===== src/rtl/i2cStatPkg.sv =====
package i2cStatPkg;
  localparam int NUM_FLAGS  = 5;
  localparam int FLAG_START = 0;
  localparam int FLAG_STOP  = 1;
  localparam int FLAG_NACK  = 2;
  localparam int FLAG_ARB   = 3;
  localparam int FLAG_GCALL = 4;

  // strobes from bus-condition control to the flag datapath
  typedef struct packed {
    logic startSeen;
    logic stopSeen;
  } busEvt_t;
endpackage


===== src/rtl/i2cBusCtrl.sv =====
module i2cBusCtrl
  import i2cStatPkg::*;
#(
  parameter int SYNC_STAGES = 2
) (
  input  logic    clk,
  input  logic    rstN,
  input  logic    sclIn,
  input  logic    sdaIn,
  input  logic    sclStretch,
  output busEvt_t evt,
  output logic    busBusy,
  output logic    sclHeldLow
);
  localparam int LAST = SYNC_STAGES - 1;

  logic [LAST:0] sclSync;
  logic [LAST:0] sdaSync;
  logic          sclPrev;
  logic          sdaPrev;
  logic          sclQ;
  logic          sdaQ;

  // synchronizer chain, idle bus level is high
  for (genvar g = 0; g < SYNC_STAGES; g++) begin : gSync
    if (g == 0) begin : gFirst
      always_ff @(posedge clk or negedge rstN) begin
        if (!rstN) begin
          sclSync[g] <= 1'b1;
          sdaSync[g] <= 1'b1;
        end else begin
          sclSync[g] <= sclIn;
          sdaSync[g] <= sdaIn;
        end
      end
    end else begin : gNext
      always_ff @(posedge clk or negedge rstN) begin
        if (!rstN) begin
          sclSync[g] <= 1'b1;
          sdaSync[g] <= 1'b1;
        end else begin
          sclSync[g] <= sclSync[g-1];
          sdaSync[g] <= sdaSync[g-1];
        end
      end
    end
  end

  assign sclQ = sclSync[LAST];
  assign sdaQ = sdaSync[LAST];

  always_ff @(posedge clk or negedge rstN) begin
    if (!rstN) begin
      sclPrev <= 1'b1;
      sdaPrev <= 1'b1;
    end else begin
      sclPrev <= sclQ;
      sdaPrev <= sdaQ;
    end
  end

  // SDA edge while SCL stays high across both samples
  always_comb begin
    evt.startSeen = sclQ & sclPrev & sdaPrev & ~sdaQ;
    evt.stopSeen  = sclQ & sclPrev & ~sdaPrev & sdaQ;
  end

  always_ff @(posedge clk or negedge rstN) begin
    if (!rstN) begin
      busBusy    <= 1'b0;
      sclHeldLow <= 1'b0;
    end else begin
      if (evt.startSeen)     busBusy <= 1'b1;
      else if (evt.stopSeen) busBusy <= 1'b0;
      sclHeldLow <= sclStretch & ~sclQ;
    end
  end
endmodule


===== src/rtl/i2cFlagBank.sv =====
module i2cFlagBank #(
  parameter int NFLAG = 5
) (
  input  logic             clk,
  input  logic             rstN,
  input  logic [NFLAG-1:0] setVec,
  input  logic [NFLAG-1:0] selfClrVec,
  input  logic [NFLAG-1:0] swClr,
  input  logic [NFLAG-1:0] intEn,
  output logic [NFLAG-1:0] flags,
  output logic             irq
);
  for (genvar i = 0; i < NFLAG; i++) begin : gFlag
    always_ff @(posedge clk or negedge rstN) begin
      if (!rstN)                           flags[i] <= 1'b0;
      else if (setVec[i])                  flags[i] <= 1'b1;  // set wins
      else if (swClr[i] || selfClrVec[i])  flags[i] <= 1'b0;
    end
  end

  assign irq = |(flags & intEn);
endmodule


===== src/rtl/i2cBusStatus.sv =====
module i2cBusStatus
  import i2cStatPkg::*;
#(
  parameter int SYNC_STAGES = 2
) (
  input  logic                 clk,
  input  logic                 rstN,
  input  logic                 sclIn,
  input  logic                 sdaIn,
  input  logic                 nackEvt,
  input  logic                 arbLostEvt,
  input  logic                 genCallEvt,
  input  logic                 sclStretch,
  input  logic [NUM_FLAGS-1:0] clrMask,
  input  logic [NUM_FLAGS-1:0] intEn,
  output logic [NUM_FLAGS-1:0] flags,
  output logic                 busBusy,
  output logic                 sclHeldLow,
  output logic                 irq
);
  busEvt_t              busEvt;
  logic [NUM_FLAGS-1:0] setVec;
  logic [NUM_FLAGS-1:0] selfClrVec;

  i2cBusCtrl #(.SYNC_STAGES(SYNC_STAGES)) uCtrl (
    .clk        (clk),
    .rstN       (rstN),
    .sclIn      (sclIn),
    .sdaIn      (sdaIn),
    .sclStretch (sclStretch),
    .evt        (busEvt),
    .busBusy    (busBusy),
    .sclHeldLow (sclHeldLow)
  );

  always_comb begin
    setVec                 = '0;
    setVec[FLAG_START]     = busEvt.startSeen;
    setVec[FLAG_STOP]      = busEvt.stopSeen;
    setVec[FLAG_NACK]      = nackEvt;
    setVec[FLAG_ARB]       = arbLostEvt;
    setVec[FLAG_GCALL]     = genCallEvt;
    // START flag drops on STOP; every other flag drops on START
    selfClrVec             = {NUM_FLAGS{busEvt.startSeen}};
    selfClrVec[FLAG_START] = busEvt.stopSeen;
  end

  i2cFlagBank #(.NFLAG(NUM_FLAGS)) uFlags (
    .clk        (clk),
    .rstN       (rstN),
    .setVec     (setVec),
    .selfClrVec (selfClrVec),
    .swClr      (clrMask),
    .intEn      (intEn),
    .flags      (flags),
    .irq        (irq)
  );
endmodule


===== config.mk =====
export PLATFORM = sky130hd
export DESIGN_NAME = i2cBusStatus
export DESIGN_NICKNAME = d
export VERILOG_FILES = /design/src/rtl/i2cStatPkg.sv /design/src/rtl/i2cBusCtrl.sv /design/src/rtl/i2cFlagBank.sv /design/src/rtl/i2cBusStatus.sv
export SDC_FILE = /design/constraint.sdc
export NUM_CORES = 1
export LEC_CHECK = 0
export BUFFER_PORTS_ARGS = -buffer_cell sky130_fd_sc_hd__buf_2
export CORE_MARGIN = 3
export CORE_UTILIZATION = 36
export DETAILED_ROUTE_END_ITERATION = 10
export HOLD_SLACK_MARGIN = 0.06
export PLACE_DENSITY = 0.74
export SLEW_MARGIN = 20
export SYNTH_ARGS = -nofsm -noshare
export SYNTH_HDL_FRONTEND = slang
export SYNTH_SLANG_ARGS = --single-unit

===== constraint.sdc =====
create_clock -name clk -period 1.1 [get_ports clk]
set_input_delay 0.055 -clock clk [delete_from_list [all_inputs] [get_ports clk]]
set_output_delay 0.055 -clock clk [all_outputs]
set_load 0.01 [all_outputs]

==> results of run 1 <==
-- sequential cells by signal, summed over array words and instances (netlist names) --
name	cells
uCtrl.sdaSync	1
uCtrl.sdaQ	1
uCtrl.busBusy	1
uFlags.flags	5
uCtrl.sclHeldLow	1
uCtrl.sclSync	1
uCtrl.sclPrev	1
uCtrl.sclQ	1
uCtrl.sdaPrev	1
-- per-stage QoR --
step,TNS (ns),setup slack (ns)
floorplan,0,0.0774
global placement,0,0.0311
detailed placement,-0.0213,-0.00911
CTS,-0.162,-0.162
global route,-0.308,-0.237
finish,-0.180,-0.180
-- power by group through the flow --
| stage | clock network [mW] | logic (mW) | registers, mW |
|---|---|---|---|
| finish | 0.296 | 0.154 | 0.548 |
| detailed placement | 0 | 0.122 | 0.553 |
| floorplan | 0 | 0.0385 | 0.560 |
| CTS | 0.303 | 0.142 | 0.547 |
| global placement | 0 | 0.119 | 0.552 |
| global route | 0.343 | 0.172 | 0.553 |
-- kinds of logic after synthesis --
family | count (synthesis) | synth area share, %
flops | 13 | 70.2
buf+inv | 4 | 3.17
compound gates | 10 | 15.8
simple gates | 9 | 10.8
-- worst max-delay path: cells and delay by family, from the launching register on --
kind,cells,cell delay (ns)
AOI/OAI and AO/OA,1,0.33
buffers and inverters,1,0.14
DFF,1,0.40
and+or+nand+nor,1,0.08
-- placed cells by master (no fill, tap or decap) --
cell           count
buf_2             25
dlygate4sd3_1      7
dfrtp_1            7
dfstp_2            6
inv_1              4
nand2_1            3
a31o_1             3
clkbuf_4           3
buf_4              3
nor2b_1            2
a222oi_1           1
a22oi_1            1
nand4_4            1
nand2_2            1
o31ai_2            1
o21ai_1            1
nand3_1            1
nand2b_1           1
a31oi_1            1
o21ai_0            1
o21a_1             1
clkinv_2           1
-- how the worst max path moves through the flow --
stage	from	end	slack, ns	cells past startpoint
6_report	uFlags.flags[0]$_DFFE_PN0P_	irq	-0.18	3
5_1_grt	uFlags.flags[0]$_DFFE_PN0P_	irq	-0.24	3
4_1_cts	uFlags.flags[0]$_DFFE_PN0P_	irq	-0.16	3
3_5_place_dp	uCtrl.sdaPrev$_DFF_PN1_	uFlags.flags[3]$_DFFE_PN0P_	-0.009	2
3_3_place_gp	uCtrl.sdaPrev$_DFF_PN1_	uFlags.flags[4]$_DFFE_PN0P_	0.03	2
2_1_floorplan	uCtrl.sdaPrev$_DFF_PN1_	uFlags.flags[2]$_DFFE_PN0P_	0.08	2
-- Yosys cell counts --
master / number
dfrtp_1: 7
dfstp_2: 6
o21a_1: 1
nand2b_1: 1
o21ai_0: 2
a31o_1: 3
a31oi_1: 1
a22oi_1: 1
nand2_1: 4
o31ai_1: 1
nand3_1: 1
nand4_2: 1
nor2b_1: 2
inv_1: 4
a222oi_1: 1
-- layout make-up --
cell class,count,area share [%]
clock buffer,3,2.99
clock inverter,1,0.664
inverter,4,1.99
multi-input combinational,19,18.9
sequential,13,44.2
tap,14,2.33
timing repair buffer,35,28.9
-- what timing repair did --
item | in CTS | in global routing
endpoints found under the setup margin | 4 | 6
buffers inserted | 0 | 2
pin swaps | 2 | 5
resized for setup | 1 | 3
hold buffers | 7 | 0
endpoints found under the hold margin | 19 | 0
-- metal layers --
metal  track usage, %  share of wire (%)  vias to the layer above
met4             5.59               0.37                        0
met2             26.4                 56                       12
met3             4.29                5.6                        2
met1             14.7                 38                      205
met5                0                  0                        -
li1                 -                  -                      204
==> out/results.ini, run 1 <==
[power]
p_clk_share_pct = 29.7
netSwitchingPower_mw = 0.254
finalPower_mw = 0.998
sw_frac_of_total_pct = 25.4
pwr_density_cell_nw_per_um2 = 1330
p_seq_share_pct = 54.9
ir_drop_mv = 0.849
combinationalPowerShare_pct = 15.4
power.leakage_nw = 0.375
p_int_mw = 0.744

[synthesis]
yosysTopAreaCell = dfrtp_1
ys_top_cells_by_area = dfrtp_1 37%, dfstp_2 33%, a31o_1 5.5%
postSynthAreaPerCell_um2 = 13.2
synth.distinct_cells = 15
synth.yosys.seq_area_share_pct = 70.2
netlist_area_um2 = 474
syn_nets = 54
yosysTopAreaCellShare_pct = 36.9
ys_seq_elements = 13
ys.warnings.count = 0
syn_inst = 36

[sta]
final.min_clock_period_ns = 1.28
worst_slack_ns = -0.180
hold_viol_final = 0
worst_pin_slew_ns = 0.276
rsz0062_at_grt = true
skew_ns = 0.00391
slew_headroom_pct = 81.6
whs_ns = 0.0696
fin_crit_sh_pct = 116
final-setup-viol-count = 1
slew_viol_final = 0
max_freq_ghz = 0.781

[finish]
drive_gt1_share_pct = 54.7
stdcell_count = 89
final_area_um2 = 753
multi_input_area_um2 = 143
seqCellArea_um2 = 333
fin_util_pct = 64.3
final.fill_count = 100
syn_to_final_growth_pct = 58.8
n_antenna_cell = 0
layout.nets = 94

[clock_tree]
clk_latency_ns = 0.27
clkTransAtPathRegs_ns = 0.09
cts_sinks = 13
cts_buffers = 3
root_buffer = clkbuf_4
tritoncts = yes
clockBufferDepth = 2
htreeDepth = 1

[route]
via_count = 423
drtIter0Drc = 6
wl_um = 1090
drc = 0
vias_per_cell = 4.75
wl_per_cell_um = 12.2
drt_first_pass_iters = 4
drtAntennaViolNets = 0

[worst_setup_path]
r2r_end = uCtrl.busBusy$_DFFE_PN0P_
slowest_delay_ns = 0.40
end_kind = output port
ff2ff_setup_slack_ns = 0.02
path_cells = a222oi_1 -> nand2_1 -> buf_2
cp.required_ns = 1.04
rr_startpoint = uCtrl.sclQ$_DFF_PN1_
crit_arrival_ns = 1.22
worstSetupPathType = flip-flop to output port
critPathLaunchType = flip-flop
crit_fanout = 2
r2r_cells = 3
cpMaxStageDelayCell = dfrtp_1

[floorplanning]
rows = 12
initial_utilization_pct = 40.5
dieArea_um2 = 1790
coreArea_um2 = 1170
pin_count = 26
die_h_um = 42.3
die_x_um = 42.3

[worst_hold_path]
hold_end = uFlags.flags[4]$_DFFE_PN0P_
hp-class = input pin to flip-flop
hold_path_depth = 3
min-delay-start = clrMask[4]

[status]
failed_checks = setup timing
status = finished, violations left

[job]
drv_cap = 0

[global_route]
antenna_found_initial = 0
grt_use_total_pct = 14.3
grt_pass1_wl_um = 1910
overflow = 0
grt_max_degree = 14
grt_pass1_vias = 441

[place]
dp.cells = 76
place.gp.congestion = 0.720
placed_cell_area_um2 = 624
dp_hpwl_um = 792
port_buffers = 25

No activity file was read; power rests on OpenSTA's default activity.
==> run 2: changes to the inputs <==
--- a/config.mk
+++ b/config.mk
@@ -5,12 +5,12 @@
 export SDC_FILE = /design/constraint.sdc
 export NUM_CORES = 1
 export LEC_CHECK = 0
-export BUFFER_PORTS_ARGS = -buffer_cell sky130_fd_sc_hd__buf_2
-export CORE_MARGIN = 3
-export CORE_UTILIZATION = 36
+export CORE_AREA = 3 3 40 42
 export DETAILED_ROUTE_END_ITERATION = 10
+export DIE_AREA = 0 0 43 45
+export DONT_BUFFER_PORTS = 1
 export HOLD_SLACK_MARGIN = 0.06
-export PLACE_DENSITY = 0.74
+export PLACE_DENSITY = 0.55
 export SLEW_MARGIN = 20
 export SYNTH_ARGS = -nofsm -noshare
 export SYNTH_HDL_FRONTEND = slang
==> run 2 against run 1 <==
Effect of this change:
- the run still ends with setup timing left
- largest cell class unchanged
- final area is 8.3% lower
- critical path type unchanged
- worst setup slack better by 0.054 ns
- global-route usage is 2.7 points lower
==> out/results.ini, run 2 (synthesized netlist as in run 1, its figures left out) <==
[worst_setup_path]
crit_arrival_ns = 1.17
path_buf_inv = 0
path_cells = a222oi_1 -> nand2_1
critPathLaunchType = flip-flop
cp.depth = 2
cp_top_family = flip-flops
worstSetupPathType = flip-flop to output port
cp.required_ns = 1.04
r2r_cells = 3
r2r_end = uCtrl.busBusy$_DFFE_PN0P_
ff2ff_setup_slack_ns = -0.04
crit_end = irq
rr_startpoint = uCtrl.sclQ$_DFF_PN1_
crit_fanout = 3
cpMaxStageDelayCell = dfrtp_1
end_kind = output port
slowest_delay_ns = 0.43
worstSetupStartpoint = uFlags.flags[0]$_DFFE_PN0P_

[sta]
fin_crit_sh_pct = 111
final-setup-viol-count = 2
worst_slack_ns = -0.126
rsz0062_at_grt = true
slew_headroom_pct = 62.7
max_freq_ghz = 0.816
slew_viol_final = 0
skew_ns = 0.000638
whs_ns = 0.0930
final.min_clock_period_ns = 1.23
worst_pin_slew_ns = 0.558
hold_viol_final = 0

[clock_tree]
htreeDepth = 1
cts_sinks = 13
tritoncts = yes
clk_latency_ns = 0.27
clkTransAtPathRegs_ns = 0.07
clockBufferDepth = 2
root_buffer = clkbuf_4
cts_buffers = 3

[global_route]
grt_use_total_pct = 11.6
grt_pass1_vias = 391
grt_pass1_wl_um = 1590
antenna_found_initial = 0
overflow = 0
grt_max_degree = 14

[floorplanning]
die_h_um = 45
initial_utilization_pct = 36.9
coreArea_um2 = 1280
pin_count = 26
dieArea_um2 = 1940
die_x_um = 43
rows = 13

[worst_hold_path]
hp-class = input pin to flip-flop

[place]
placed_cell_area_um2 = 500
place.gp.congestion = 0.742
port_buffers = 0
dp_hpwl_um = 696

[finish]
layout.nets = 74
fin_util_pct = 53.7
largest_reg_flops = 5
n_antenna_cell = 0
syn_to_final_growth_pct = 45.6
final_cell_mix = 11 x dlygate4sd3_1, 7 x dfrtp_1, 6 x dfstp_2
drive_gt1_share_pct = 32.7
layout_commonest_cell = dlygate4sd3_1
final.fill_count = 126
final_area_um2 = 691
top_register = uFlags.flags

[power]
power.leakage_nw = 0.301
pwr_density_cell_nw_per_um2 = 1390
ir_drop_mv = 0.725
finalPower_mw = 0.957

[route]
drc = 0
via_count = 357
wl_um = 1070
wl_per_cell_um = 15.3
drt_first_pass_iters = 4
drtIter0Drc = 4
drtAntennaViolNets = 0
vias_per_cell = 5.10

[job]
drv_cap = 0

[status]
failed_checks = setup timing
status = finished, violations left

==> run 2: cell types whose count changed in the layout (fill, tap and decap cells not counted) <==
cell           before  now
buf_2              25    0
buf_4               3    4
dlygate4sd3_1       7   11
inv_1               4    3
inv_2               0    1
nand2_2             1    0
nand2_4             0    1
o21ai_0             1    0
o21ai_1             1    2
o31ai_2             1    0
o31ai_4             0    1
==> run 2: worst min path at each step <==
| stage | startpoint | endpoint | slack [ns] | depth (start not counted) |
|---|---|---|---|---|
| after floorplan | rstN | uCtrl.busBusy$_DFFE_PN0P_ | -0.24 | 0 |
| after global placement | rstN | uCtrl.sclHeldLow$_DFF_PN0_ | -0.24 | 0 |
| after detailed placement | rstN | uCtrl.sclHeldLow$_DFF_PN0_ | -0.24 | 0 |
| after CTS | clrMask[1] | uFlags.flags[1]$_DFFE_PN0P_ | 0.11 | 3 |
| after global routing | clrMask[1] | uFlags.flags[1]$_DFFE_PN0P_ | 0.10 | 3 |
| final | clrMask[1] | uFlags.flags[1]$_DFFE_PN0P_ | 0.09 | 3 |
==> run 2: what timing repair did <==
action,4_1_cts,5_1_grt
setup endpoints to repair,3,7
hold endpoints to repair,20,0
pin swaps,2,5
setup buffers,1,2
hold buffers,11,0
gates resized for setup,1,7
==> run 2: layout make-up <==
cell class | instances | area (µm²) | area share [%]
Multi-Input combinational cell | 19 | 156 | 22.6
Tap cell | 15 | 18.8 | 2.72
Sequential cell | 13 | 333 | 48.2
Timing Repair Buffer | 15 | 140 | 20.3
Inverter | 4 | 15.0 | 2.17
Clock inverter | 1 | 5.00 | 0.725
Clock buffer | 3 | 22.5 | 3.26
==> run 2: through the flow <==
stage	setup WS (ns)	TNS, ns	std cells
2_1_floorplan	0.0774	0	36
3_3_place_gp	0.0589	0	52
3_5_place_dp	0.0177	0	52
4_1_cts	-0.142	-0.142	68
5_1_grt	-0.182	-0.270	70
6_report	-0.126	-0.167	70
==> run 2: worst reg2reg max path: cells and delay by family, from the launching register on <==
kind / cells / cell delay [ns]
AOI/OAI and AO/OA: 1 / 0.25
and+or+nand+nor: 2 / 0.17
DFF: 1 / 0.61
==> run 2: power breakdown <==
part / switching (mW) / internal (mW)
Clock: 0.146 / 0.135
Sequential: 0.0460 / 0.521
Combinational: 0.0455 / 0.0644
Total: 0.237 / 0.720
==> run 2: routing by layer <==
metal	wire (µm)	GRT usage, %	up-vias	part of all wire (%)
met1	327	9.85	172	31
met5	0	0	-	0
met4	0	3.61	0	0
met3	107	6.37	0	10
li1	-	-	166	-
met2	632	22.8	19	59
==> run 3: changes to the inputs <==
--- a/config.mk
+++ b/config.mk
@@ -5,12 +5,13 @@
 export SDC_FILE = /design/constraint.sdc
 export NUM_CORES = 1
 export LEC_CHECK = 0
-export CORE_AREA = 3 3 40 42
+export CORE_AREA = 2 2 39 41
+export CTS_BUF_LIST = sky130_fd_sc_hd__clkbuf_4
 export DETAILED_ROUTE_END_ITERATION = 10
-export DIE_AREA = 0 0 43 45
+export DIE_AREA = 0 0 41 43
 export DONT_BUFFER_PORTS = 1
 export HOLD_SLACK_MARGIN = 0.06
-export PLACE_DENSITY = 0.55
+export PLACE_DENSITY = 0.51
 export SLEW_MARGIN = 20
 export SYNTH_ARGS = -nofsm -noshare
 export SYNTH_HDL_FRONTEND = slang
==> run 3 against run 2 <==
Effect of this change:
- the flow still finishes with violations (setup timing)
- via count fell by 0.84%
- maximum frequency fell by 2.9%
- flip-flop and latch count did not move
- cell count fell by 1.4%
- combinational power fell by 13%
- clock power rose by 10%
- die area fell by 8.9%
- critical endpoint unchanged
==> out/results.ini, run 3 (synthesized netlist as in run 1, its figures left out) <==
[job]
drv_cap = 0

[floorplanning]
die_x_um = 41
dieArea_um2 = 1760
die_h_um = 43
rows = 14
pin_count = 26
initial_utilization_pct = 34.3
coreArea_um2 = 1380

[route]
wl_um = 932
wl_per_cell_um = 13.5
drtIter0Drc = 6
drt_first_pass_iters = 4
vias_per_cell = 5.13
drtAntennaViolNets = 0
drc = 0
via_count = 354

[finish]
multi_input_area_um2 = 138
final_cell_mix = 11 x dlygate4sd3_1, 7 x dfrtp_1, 6 x dfstp_2
seqCellArea_um2 = 333
largest_reg_flops = 5
layout.nets = 72
drive_gt1_share_pct = 28.3
syn_to_final_growth_pct = 39.3
final.fill_count = 128
n_antenna_cell = 0
layout_commonest_cell = dlygate4sd3_1
top_register = uFlags.flags

[power]
pwr_density_cell_nw_per_um2 = 1460
power.leakage_nw = 0.286
finalPower_mw = 0.963
p_clk_share_pct = 31.9
ir_drop_mv = 0.728
netSwitchingPower_mw = 0.223
sw_frac_of_total_pct = 23.1
combinationalPowerShare_pct = 10.0
p_int_mw = 0.741
p_seq_share_pct = 58.1

[sta]
final.min_clock_period_ns = 1.26
fin_crit_sh_pct = 115
max_freq_ghz = 0.792
slew_headroom_pct = 62.4
skew_ns = 0.00260
hold_viol_final = 0
slew_viol_final = 0
whs_ns = 0.112
rsz0062_at_grt = true
worst_pin_slew_ns = 0.562
worst_slack_ns = -0.163
final-setup-viol-count = 1

[clock_tree]
cts_buffers = 3
clockBufferDepth = 2
tritoncts = yes
root_buffer = clkbuf_4
clk_latency_ns = 0.27
clkTransAtPathRegs_ns = 0.08
cts_sinks = 13
htreeDepth = 1

[status]
failed_checks = setup timing
status = finished, violations left

[worst_setup_path]
crit_end = irq
critPathLaunchType = flip-flop
worstSetupStartpoint = uFlags.flags[0]$_DFFE_PN0P_
ff2ff_setup_slack_ns = 0.04
end_kind = output port
r2r_cells = 2
crit_arrival_ns = 1.21
worstSetupPathType = flip-flop to output port
crit_fanout = 3
r2r_end = uFlags.flags[3]$_DFFE_PN0P_
cp.required_ns = 1.04
rr_startpoint = uCtrl.sclQ$_DFF_PN1_

[place]
place.gp.congestion = 0.595
port_buffers = 0
dp_hpwl_um = 645

[global_route]
overflow = 0
grt_pass1_wl_um = 1310
grt_pass1_vias = 354
grt_max_degree = 14
antenna_found_initial = 0
grt_use_total_pct = 11.7

[worst_hold_path]
hp-class = input pin to flip-flop

[run 3: final cells by class]
cell class / instances / area share [%]
tap: 16 / 3.03
multi-input combinational: 19 / 20.8
inverter: 4 / 2.27
sequential: 13 / 50.4
timing repair buffer: 13 / 18.9
clock buffer: 4 / 4.55
[run 3: metrics by stage]
step | TNS, ns | util (%) | instances | instance area [µm²] | worst slack, ns
finish | -0.163 | 47.7 | 69 | 661 | -0.163
global route | -0.311 | 47.7 | 69 | 661 | -0.286
CTS | -0.154 | 46.4 | 68 | 642 | -0.154
detailed placement | 0 | 36.3 | 53 | 502 | 0.00895
global placement | 0 | 36.3 | 53 | 502 | 0.0319
floorplan | 0 | - | 36 | 474 | 0.0774
[run 3: power groups by stage]
stage          combinational [mW]  clock (mW)  sequential (mW)
6_report                   0.0959       0.308            0.560
5_1_grt                     0.108       0.353            0.566
4_1_cts                    0.0917       0.320            0.558
3_5_place_dp               0.0519           0            0.566
3_3_place_gp               0.0495           0            0.564
2_1_floorplan              0.0385           0            0.560
[run 3: how the worst min path moves through the flow]
stage / from / end / slack [ns] / cells past startpoint
floorplan: rstN / uCtrl.busBusy$_DFFE_PN0P_ / -0.24 / 0
global placement: rstN / uCtrl.sclHeldLow$_DFF_PN0_ / -0.24 / 0
detailed placement: rstN / uFlags.flags[1]$_DFFE_PN0P_ / -0.24 / 0
CTS: clrMask[1] / uFlags.flags[1]$_DFFE_PN0P_ / 0.11 / 3
global route: clrMask[1] / uFlags.flags[1]$_DFFE_PN0P_ / 0.14 / 3
finish: clrMask[1] / uFlags.flags[1]$_DFFE_PN0P_ / 0.11 / 3
[run 3: layer usage]
metal,GRT usage [%],vias to the layer above,routed length [µm]
met2,18.8,22,469
met4,8.00,0,0
met3,5.24,0,101
met5,0,-,0
met1,11.0,171,361
li1,-,161,-
[run 3: what timing repair did]
| action | in CTS | in global routing |
|---|---|---|
| setup buffers | 0 | 1 |
| resized for setup | 0 | 3 |
| hold buffers | 11 | 0 |
| endpoints found under the hold margin | 20 | 0 |
| setup endpoints to repair | 1 | 5 |
| pin swaps | 2 | 2 |
[run 3: worst max-delay path, cell delays in order, from the launching register on]
cell      delay, ns
dfrtp_1        0.43
a222oi_1       0.36
nand2_1        0.16
